<file path="src/rtl/mm_pkg.sv">
package mm_pkg;

    typedef enum logic [2:0] {
        ST_IDLE = 3'd0,
        ST_RUN  = 3'd1,
        ST_RES  = 3'd2,
        ST_FOLD = 3'd3,
        ST_SUB1 = 3'd4,
        ST_SUB2 = 3'd5
    } mm_state_e;

    // full adder: returns {carry, sum}
    function automatic logic [1:0] fadd(input logic x, input logic y, input logic z);
        return {(x & y) | (x & z) | (y & z), x ^ y ^ z};
    endfunction

endpackage

</file>
<file path="src/rtl/mm_cell.sv">
// One bit slice of the 4:2 compression: first adder merges the two shifted
// accumulator bits with the residue bit, second adder merges that with the
// neighbour's carry and the gated multiplicand bit.
module mm_cell (
    input  logic s_i,
    input  logic c_i,
    input  logic r_i,
    input  logic a_i,
    input  logic b_i,
    input  logic k_i,
    output logic k_o,
    output logic sum_o,
    output logic cy_o
);
    import mm_pkg::*;

    logic [1:0] fa1;
    logic [1:0] fa2;
    logic       pp;

    assign pp    = a_i & b_i;
    assign fa1   = fadd(s_i, c_i, r_i);
    assign fa2   = fadd(fa1[0], k_i, pp);
    assign k_o   = fa1[1];
    assign sum_o = fa2[0];
    assign cy_o  = fa2[1];

endmodule

</file>
<file path="src/rtl/mm_csa_row.sv">
module mm_csa_row #(
    parameter int W = 32
) (
    input  logic [W-1:0] lo_s,
    input  logic [W-1:0] lo_c,
    input  logic [W-1:0] red,
    input  logic [W-1:0] a,
    input  logic         b_bit,
    output logic [W:0]   nxt_s,
    output logic [W:0]   nxt_c
);
    logic [W:0]   k;
    logic [W-1:0] sum;
    logic [W-1:0] cy;

    assign k[0] = 1'b0;

    for (genvar i = 0; i < W; i++) begin : g_slice
        mm_cell u_cell (
            .s_i   (lo_s[i]),
            .c_i   (lo_c[i]),
            .r_i   (red[i]),
            .a_i   (a[i]),
            .b_i   (b_bit),
            .k_i   (k[i]),
            .k_o   (k[i+1]),
            .sum_o (sum[i]),
            .cy_o  (cy[i])
        );
    end

    assign nxt_s = {k[W], sum};
    assign nxt_c = {cy, 1'b0};

endmodule

</file>
<file path="src/rtl/mm_ctable.sv">
// Modulus register and residue table: entry j holds (j * 2^W) mod N.
module mm_ctable #(
    parameter int W     = 32,
    parameter int IDX_W = 3
) (
    input  logic             clk,
    input  logic             rst_n,
    input  logic             load_i,
    input  logic [W-1:0]     mod_in,
    input  logic [IDX_W-1:0] idx_a,
    input  logic [IDX_W-1:0] idx_b,
    output logic [W-1:0]     rd_a,
    output logic [W-1:0]     rd_b,
    output logic [W-1:0]     mod_o,
    output logic             ready_o,
    output logic             busy_o
);
    localparam int TBL = 1 << IDX_W;
    localparam logic [IDX_W-1:0] J_LAST = IDX_W'(TBL - 1);

    typedef struct packed {
        logic [TBL-1:0][W-1:0] tbl;
        logic [W-1:0]          n;
        logic [W-1:0]          r;
        logic [W-1:0]          acc;
        logic [IDX_W-1:0]      j;
        logic                  filling;
        logic                  valid;
    } tab_t;

    tab_t q_q, q_d;

    logic [W:0]   sum_w;
    logic [W-1:0] nxt;

    always_comb begin
        q_d   = q_q;
        sum_w = {1'b0, q_q.acc} + {1'b0, q_q.r};
        nxt   = (sum_w >= {1'b0, q_q.n}) ? W'(sum_w - {1'b0, q_q.n}) : sum_w[W-1:0];
        if (load_i) begin
            q_d.n       = mod_in;
            q_d.r       = '0 - mod_in;
            q_d.acc     = '0;
            q_d.tbl[0]  = '0;
            q_d.j       = IDX_W'(1);
            q_d.filling = 1'b1;
            q_d.valid   = 1'b0;
        end else if (q_q.filling) begin
            q_d.tbl[q_q.j] = nxt;
            q_d.acc        = nxt;
            if (q_q.j == J_LAST) begin
                q_d.filling = 1'b0;
                q_d.valid   = 1'b1;
            end else begin
                q_d.j = q_q.j + IDX_W'(1);
            end
        end
    end

    always_ff @(posedge clk or negedge rst_n) begin
        if (!rst_n) q_q <= '0;
        else        q_q <= q_d;
    end

    assign rd_a    = q_q.tbl[idx_a];
    assign rd_b    = q_q.tbl[idx_b];
    assign mod_o   = q_q.n;
    assign ready_o = q_q.valid;
    assign busy_o  = q_q.filling;

    // every residue read by the datapath lies below the modulus
    a_r2_entry_below_mod: assert property (@(posedge clk) disable iff (!rst_n)
        q_q.valid |-> (rd_a < q_q.n));

    // a taken load withdraws readiness and starts the fill
    a_r2_load_refills: assert property (@(posedge clk) disable iff (!rst_n)
        load_i |=> (!ready_o && busy_o));

endmodule

</file>
<file path="src/rtl/csa_modmul.sv">
module csa_modmul #(
    parameter int W       = 32,
    parameter bit RESOLVE = 1'b1
) (
    input  logic         clk,
    input  logic         rst_n,
    input  logic         mod_load,
    input  logic [W-1:0] mod_in,
    input  logic         start,
    input  logic [W-1:0] op_a,
    input  logic [W-1:0] op_b,
    output logic         ready,
    output logic         done,
    output logic [W:0]   res_sum,
    output logic [W:0]   res_carry,
    output logic [W-1:0] res_bin
);
    import mm_pkg::*;

    localparam int IDX_W = 3;
    localparam int CW    = (W > 2) ? $clog2(W) : 1;
    localparam logic [CW-1:0] CNT_LAST = CW'(W - 1);

    typedef struct packed {
        mm_state_e    st;
        logic [CW-1:0] cnt;
        logic [W-1:0] a;
        logic [W-1:0] b;
        logic [W:0]   s;
        logic [W:0]   c;
        logic [W+1:0] f;
        logic [W-1:0] res;
        logic         done;
    } regs_t;

    regs_t q_q, q_d;

    logic             tbl_ready;
    logic             tbl_busy;
    logic [W-1:0]     modv;
    logic [IDX_W-1:0] idx_it;
    logic [IDX_W-1:0] idx_fd;
    logic [W-1:0]     red_it;
    logic [W-1:0]     red_fd;
    logic [W:0]       row_s;
    logic [W:0]       row_c;
    logic [W-1:0]     lo_s;
    logic [W-1:0]     lo_c;
    logic             load_acc;
    logic             start_acc;
    logic [W+1:0]     v_sum;
    logic [W:0]       f_fold;
    logic [W+1:0]     f_sub;
    logic [W+1:0]     three_n;

    // accumulator doubled: low W bits stay, the two bits above index the table
    assign lo_s   = {q_q.s[W-2:0], 1'b0};
    assign lo_c   = {q_q.c[W-2:0], 1'b0};
    assign idx_it = {1'b0, q_q.s[W:W-1]} + {1'b0, q_q.c[W:W-1]};
    assign idx_fd = {1'b0, q_q.f[W+1:W]};

    assign ready     = tbl_ready && (q_q.st == ST_IDLE);
    assign load_acc  = mod_load && (q_q.st == ST_IDLE) && !tbl_busy;
    assign start_acc = start && ready && !mod_load;

    mm_ctable #(.W(W), .IDX_W(IDX_W)) u_tab (
        .clk     (clk),
        .rst_n   (rst_n),
        .load_i  (load_acc),
        .mod_in  (mod_in),
        .idx_a   (idx_it),
        .idx_b   (idx_fd),
        .rd_a    (red_it),
        .rd_b    (red_fd),
        .mod_o   (modv),
        .ready_o (tbl_ready),
        .busy_o  (tbl_busy)
    );

    mm_csa_row #(.W(W)) u_row (
        .lo_s  (lo_s),
        .lo_c  (lo_c),
        .red   (red_it),
        .a     (q_q.a),
        .b_bit (q_q.b[W-1]),
        .nxt_s (row_s),
        .nxt_c (row_c)
    );

    always_comb begin
        q_d      = q_q;
        q_d.done = 1'b0;
        v_sum    = {1'b0, q_q.s} + {1'b0, q_q.c};
        f_fold   = {1'b0, q_q.f[W-1:0]} + {1'b0, red_fd};
        f_sub    = (q_q.f >= {2'b00, modv}) ? (q_q.f - {2'b00, modv}) : q_q.f;
        unique case (q_q.st)
            ST_IDLE: begin
                if (start_acc) begin
                    q_d.a   = op_a;
                    q_d.b   = op_b;
                    q_d.s   = '0;
                    q_d.c   = '0;
                    q_d.cnt = CNT_LAST;
                    q_d.st  = ST_RUN;
                end
            end
            ST_RUN: begin
                q_d.s = row_s;
                q_d.c = row_c;
                q_d.b = {q_q.b[W-2:0], 1'b0};
                if (q_q.cnt == '0) begin
                    if (RESOLVE) begin
                        q_d.st = ST_RES;
                    end else begin
                        q_d.st   = ST_IDLE;
                        q_d.done = 1'b1;
                    end
                end else begin
                    q_d.cnt = q_q.cnt - CW'(1);
                end
            end
            ST_RES: begin
                q_d.f  = v_sum;
                q_d.st = ST_FOLD;
            end
            ST_FOLD: begin
                q_d.f  = {1'b0, f_fold};
                q_d.st = ST_SUB1;
            end
            ST_SUB1: begin
                q_d.f  = f_sub;
                q_d.st = ST_SUB2;
            end
            ST_SUB2: begin
                q_d.f    = f_sub;
                q_d.res  = f_sub[W-1:0];
                q_d.done = 1'b1;
                q_d.st   = ST_IDLE;
            end
            default: q_d.st = ST_IDLE;
        endcase
    end

    always_ff @(posedge clk or negedge rst_n) begin
        if (!rst_n) q_q <= '0;
        else        q_q <= q_d;
    end

    assign done      = q_q.done;
    assign res_sum   = q_q.s;
    assign res_carry = q_q.c;

    if (RESOLVE) begin : g_resolve
        assign res_bin = q_q.res;

        // the resolved word never reaches the modulus
        a_r4_result_in_range: assert property (@(posedge clk) disable iff (!rst_n)
            done |-> (res_bin < modv));
    end else begin : g_raw
        assign res_bin = '0;
    end

    assign three_n = {2'b00, modv} + {1'b0, modv, 1'b0};

    // after the final fold, two subtractions suffice (relies on top bit of N set)
    a_r4_fold_bound: assert property (@(posedge clk) disable iff (!rst_n)
        (q_q.st == ST_SUB1) |-> (q_q.f < three_n));

    // an accepted start withdraws readiness on the next cycle
    a_r3_start_busy: assert property (@(posedge clk) disable iff (!rst_n)
        start_acc |=> !ready);

    // completion is a single-cycle pulse
    a_r9_done_pulse: assert property (@(posedge clk) disable iff (!rst_n)
        done |=> !done);

    // modulus in use is frozen while an operation runs
    a_r7_mod_hold: assert property (@(posedge clk) disable iff (!rst_n)
        (q_q.st != ST_IDLE) |=> $stable(modv));

    // no refill between operations, so readiness returns with done
    a_r8_ready_at_done: assert property (@(posedge clk) disable iff (!rst_n)
        done |-> ready);

endmodule

</file>
<file path="config.mk">
export PLATFORM = sky130hd
export DESIGN_NAME = csa_modmul
export DESIGN_NICKNAME = d
export VERILOG_FILES = /design/src/rtl/mm_pkg.sv /design/src/rtl/mm_cell.sv /design/src/rtl/mm_csa_row.sv /design/src/rtl/mm_ctable.sv /design/src/rtl/csa_modmul.sv
export SDC_FILE = /design/constraint.sdc
export NUM_CORES = 2
export LEC_CHECK = 0
export ABC_AREA = 1
export BUFFER_PORTS_ARGS = -buffer_cell sky130_fd_sc_hd__buf_2
export CAP_MARGIN = 15
export CELL_PAD_IN_SITES_DETAIL_PLACEMENT = 1
export CELL_PAD_IN_SITES_GLOBAL_PLACEMENT = 1
export CORE_UTILIZATION = 30
export DETAILED_ROUTE_END_ITERATION = 10
export PLACE_DENSITY_LB_ADDON = 0.1
export SYNTH_ARGS = -nofsm -noshare
export SYNTH_HDL_FRONTEND = slang
export SYNTH_SLANG_ARGS = --single-unit
</file>
<file path="constraint.sdc">
create_clock -name clk -period 3.58 [get_ports clk]
set_input_delay 0.358 -clock clk [delete_from_list [all_inputs] [get_ports clk]]
set_output_delay 0.358 -clock clk [all_outputs]
set_load 0.02 [all_outputs]
</file>
==> impl_metrics.py <==
metrics = {
    "critical_path": {
        "critPathSlowestCell": "o21ai_0",
        "required_ns": 4.15,
        "cp-start-kind": "register",
        "worstSetupPathType": "register to register",
        "cp_cell_sequence": "ha_4 > fa_2 > nand2_2 > inv_2 > nand2_2 > nand2_2 > nand3_2 > nand2_4 > buf_4 > xor2_1 > ha_1 > nand2_1 > o21ai_0 > a21oi_2 > o21ai_0 > buf_4 > a21oi_1 > nand2_1 > nand3_4 > nand3_1 > nand2_1",
        "crit_end": "u_tab.q_q[121]",
        "critPathCaptureType": "register",
        "reg_to_reg_startpoint": "u_tab.q_q[5]",
        "arrival_ns": 4.63,
        "crit-reg2reg-capture": "u_tab.q_q[121]",
        "rr_worst_depth": 21,
        "delay_of_the_slowest_cell_on_the_worst_path_ns": 0.47,
        "biggest_fanout_along_the_worst_timing_path": 5,
        "timing.critical_path.from": "u_tab.q_q[5]",
        "r2r_slack_ns": -0.48,
    },
    "finish": {
        "final_cell_mix": "nand2_1, buf_4, inv_1",
        "final_net_count": 6806,
        "final_layout_size_suffix_gt1_frac": 0.2287,
        "final_common_cell": "nand2_1",
        "finish.utilization": 0.4050,
        "areaGrowthSynthToFinish_pct": 33.72,
    },
    "hold_path": {
        "holdCritStartpoint": "mod_in[27]",
        "min_path_type": "input pin to register",
    },
    "synthesis": {
        "netlist_area_pre_place_um2": 39870,
        "yosys.area_share.adder": 0.08505,
        "average_cell_area_after_synthesis_um2": 6.945,
        "synth_nets": 6072,
        "seq_area_frac_synth": 0.3515,
        "largest_family_of_logic_cells_by_synthesized_area": "simple AND/OR/NAND/NOR gates",
        "synth_cells": 5740,
        "async_reset_ff_frac": 1.000,
        "synthMuxAreaShare": 0,
        "yosys.cell_types.count": 61,
        "synth_xor_xnor_area_share": 0.01560,
        "synth-simple-area-share": 0.3231,
        "synth_enable_flop_cells": 0,
        "synth-warning-count": 0,
        "synth.ff_latch_count": 560,
        "synth-compound-area-share": 0.1270,
        "synth_top_flop_cell": "dfrtp_1",
    },
    "sta": {
        "max_slew.worst_pin.slew_ns": 1.078,
        "max_clock_freq_ghz": 0.2462,
        "relSlewSlack": 0.2808,
        "timing.clock.skew_ns": 0.03937,
        "report.final.hold_viol_count": 0,
        "finalWorstPathRequiredPeriod_ns": 4.062,
        "slew_violations": 0,
        "unrepaired_setup_endpoints_after_global_routing": "true",
        "fin_ws_ns": -0.4824,
        "timing.final.setup_violations": 320,
        "final_period_util": 1.135,
    },
    "grt": {
        "first_global_vias": 43430,
        "wire_length_of_the_first_global_routing_pass_um": 283100,
        "global_route.usage.total": 0.2793,
        "antenna_violations_before_repair": 11,
        "globalRoute.totalOverflow": 0,
        "pin_count_of_the_biggest_net_entering_global_routing": 77,
    },
    "die": {
        "boundaryPins": 200,
        "dieArea_um2": 134300,
        "num_rows": 133,
        "core_area_um2": 131600,
        "start_util": 0.3029,
        "dieHeight_um": 366.5,
        "die_span_x_um": 366.5,
    },
    "route": {
        "remaining_drc_errors": 0,
        "initialDrtViolationCount": 2479,
        "route.antenna.remaining_nets": 0,
        "firstDrtPassIters": 5,
        "wl_um": 189900,
        "dr_wl_cell_um": 22.92,
        "dr_total_vias": 41910,
        "via_per_inst": 5.057,
    },
    "outcome": {
        "status": "finished, violations left",
        "violations": "setup timing",
    },
    "clock_tree": {
        "cts.htree.levels": 3,
        "tritoncts.num_buffers": 73,
        "clkTransAtPathRegs_ns": 0.06,
        "cts_num_sinks": 560,
        "cts.root.buffer_cell": "clkbuf_16",
        "clockBufferDepth": 3,
        "clock_latency_reported_for_the_late_side_of_the_worst_skew_pair_ns": 0.69,
        "clock_tree_from_tritoncts": "done",
    },
    "place": {
        "numPortBuffers": 198,
        "detailed_place_hpwl_um": 141700,
        "gp_congestion": 0.9084,
    },
    "flow_run": {
        "maxCapViolations": 0,
    },
}
worst min path at each step:
| stage | endpoint | slack, ns | cells after the start |
|---|---|---|---|
| after floorplan | done | 0.06 | 0 |
| after global placement | q_q[133] | 0.45 | 2 |
| after detailed placement | u_tab.mod_o[3] | 0.46 | 1 |
| after CTS | u_tab.q_q[64] | 0.02 | 4 |
| after global routing | u_tab.q_q[64] | 0.09 | 4 |
| final | u_tab.q_q[64] | 0.06 | 4 |
cell type report:
class / instances / area, um^2
well taps: 1755 / 2196
clock buffers: 99 / 2137
multi-input cells: 4283 / 24480
fillers: 16240 / 78320
clock inverters: 31 / 402.9
repair buffers: 949 / 7770
diodes: 4 / 10.01
flip-flops and latches: 560 / 14040
inverters: 607 / 2282
Yosys cell counts (3+ instances only):
cell type | number | area [um^2]
o211ai_1 | 27 | 202.7
or2_2 | 13 | 81.33
nand3_2 | 6 | 60.06
xnor2_1 | 34 | 297.8
nor2_4 | 3 | 33.78
inv_2 | 18 | 67.56
a22o_1 | 3 | 26.28
a31oi_1 | 7 | 43.79
buf_6 | 8 | 90.09
a21o_1 | 14 | 105.1
buf_1 | 24 | 90.09
a32oi_1 | 30 | 262.8
nor2_1 | 375 | 1408
o21a_1 | 17 | 127.6
nor3_2 | 4 | 40.04
a21oi_2 | 7 | 61.31
nand2_1 | 1914 | 7184
xor2_1 | 37 | 324.1
o21ai_0 | 364 | 1822
o21ai_1 | 30 | 150.1
nor4_1 | 8 | 50.05
or2_0 | 3 | 18.77
a21oi_1 | 361 | 1807
nand4_1 | 32 | 200.2
o21bai_1 | 18 | 135.1
nor3_1 | 42 | 210.2
buf_2 | 11 | 55.05
clkbuf_1 | 158 | 593.1
a21boi_0 | 3 | 22.52
dfrtp_1 | 560 | 14010
a22oi_1 | 18 | 135.1
o21ai_2 | 4 | 35.03
buf_4 | 99 | 743.2
and2_1 | 6 | 37.54
nand3_1 | 547 | 2738
nand2_2 | 31 | 193.9
nand2_4 | 29 | 326.6
nand3b_1 | 19 | 142.6
inv_1 | 588 | 2207
fa_1 | 65 | 1301
nor2_2 | 11 | 68.82
ha_1 | 167 | 2090
metrics by stage:
step                      hold WS (ns)  std cells  worst slack, ns  setup TNS, ns  cell area (um^2)
after global routing           0.08704       8285          -0.6299        -170.64             53300
after detailed placement        0.4609       7982          -0.6614        -138.69             46590
final                          0.06150       8288          -0.4824        -105.73             53310
after global placement          0.4542       7982          -0.6051        -134.89             46590
after CTS                      0.02014       8268          -0.2958         -71.76             52430
after floorplan                0.06241       5740        0.0008085              0             40020
critical path, delay by kind of cell (launching register included):
kind / cells / cell delay (ns)
xor gates and xnor gates: 1 / 0.16
and+or+nand+nor: 10 / 1.18
AOI/OAI and AO/OA: 4 / 0.89
DFF: 1 / 0.41
adders and majority gates: 3 / 0.90
buffers and inverters: 3 / 0.40
sequential cells by signal (all words and copies together), names as in the netlist:
signal / count
done: 1
idx_fd: 2
q_q: 104
res_bin: 32
res_carry: 32
res_sum: 33
u_tab.busy_o: 1
u_tab.mod_o: 31
u_tab.q_q: 323
u_tab.ready_o: 1
metal layers:
metal	GRT usage	vias up	wire, um
li1	-	19970	-
met1	0.3621	20890	83860
met2	0.4838	782	92760
met3	0.03157	270	6543
met4	0.08529	8	6694
met5	0	-	58
cell families (layout without fill, tap and decap cells):
kind of cell | after synthesis | after routing
flip-flops | 560 | 560
buffers and inverters | 911 | 1686
AO/OA/AOI/OAI | 916 | 916
XOR/XNOR | 71 | 71
AND/OR/NAND/NOR | 3049 | 3063
other | 1 | 5
adder cells (fa/ha/maj) | 232 | 232
timing repair:
item                       4_1_cts  5_1_grt
setup buffers                   46       11
resized for setup              324      136
hold endpoints to repair       174        0
pin swaps                       77       74
hold buffers                    95        0
gates cloned                    15        6
setup endpoints to repair      312      357
Power is left out: the tool's default activity adds up to more than one toggle a clock period on the data nets, which glitch-free logic cannot reach.
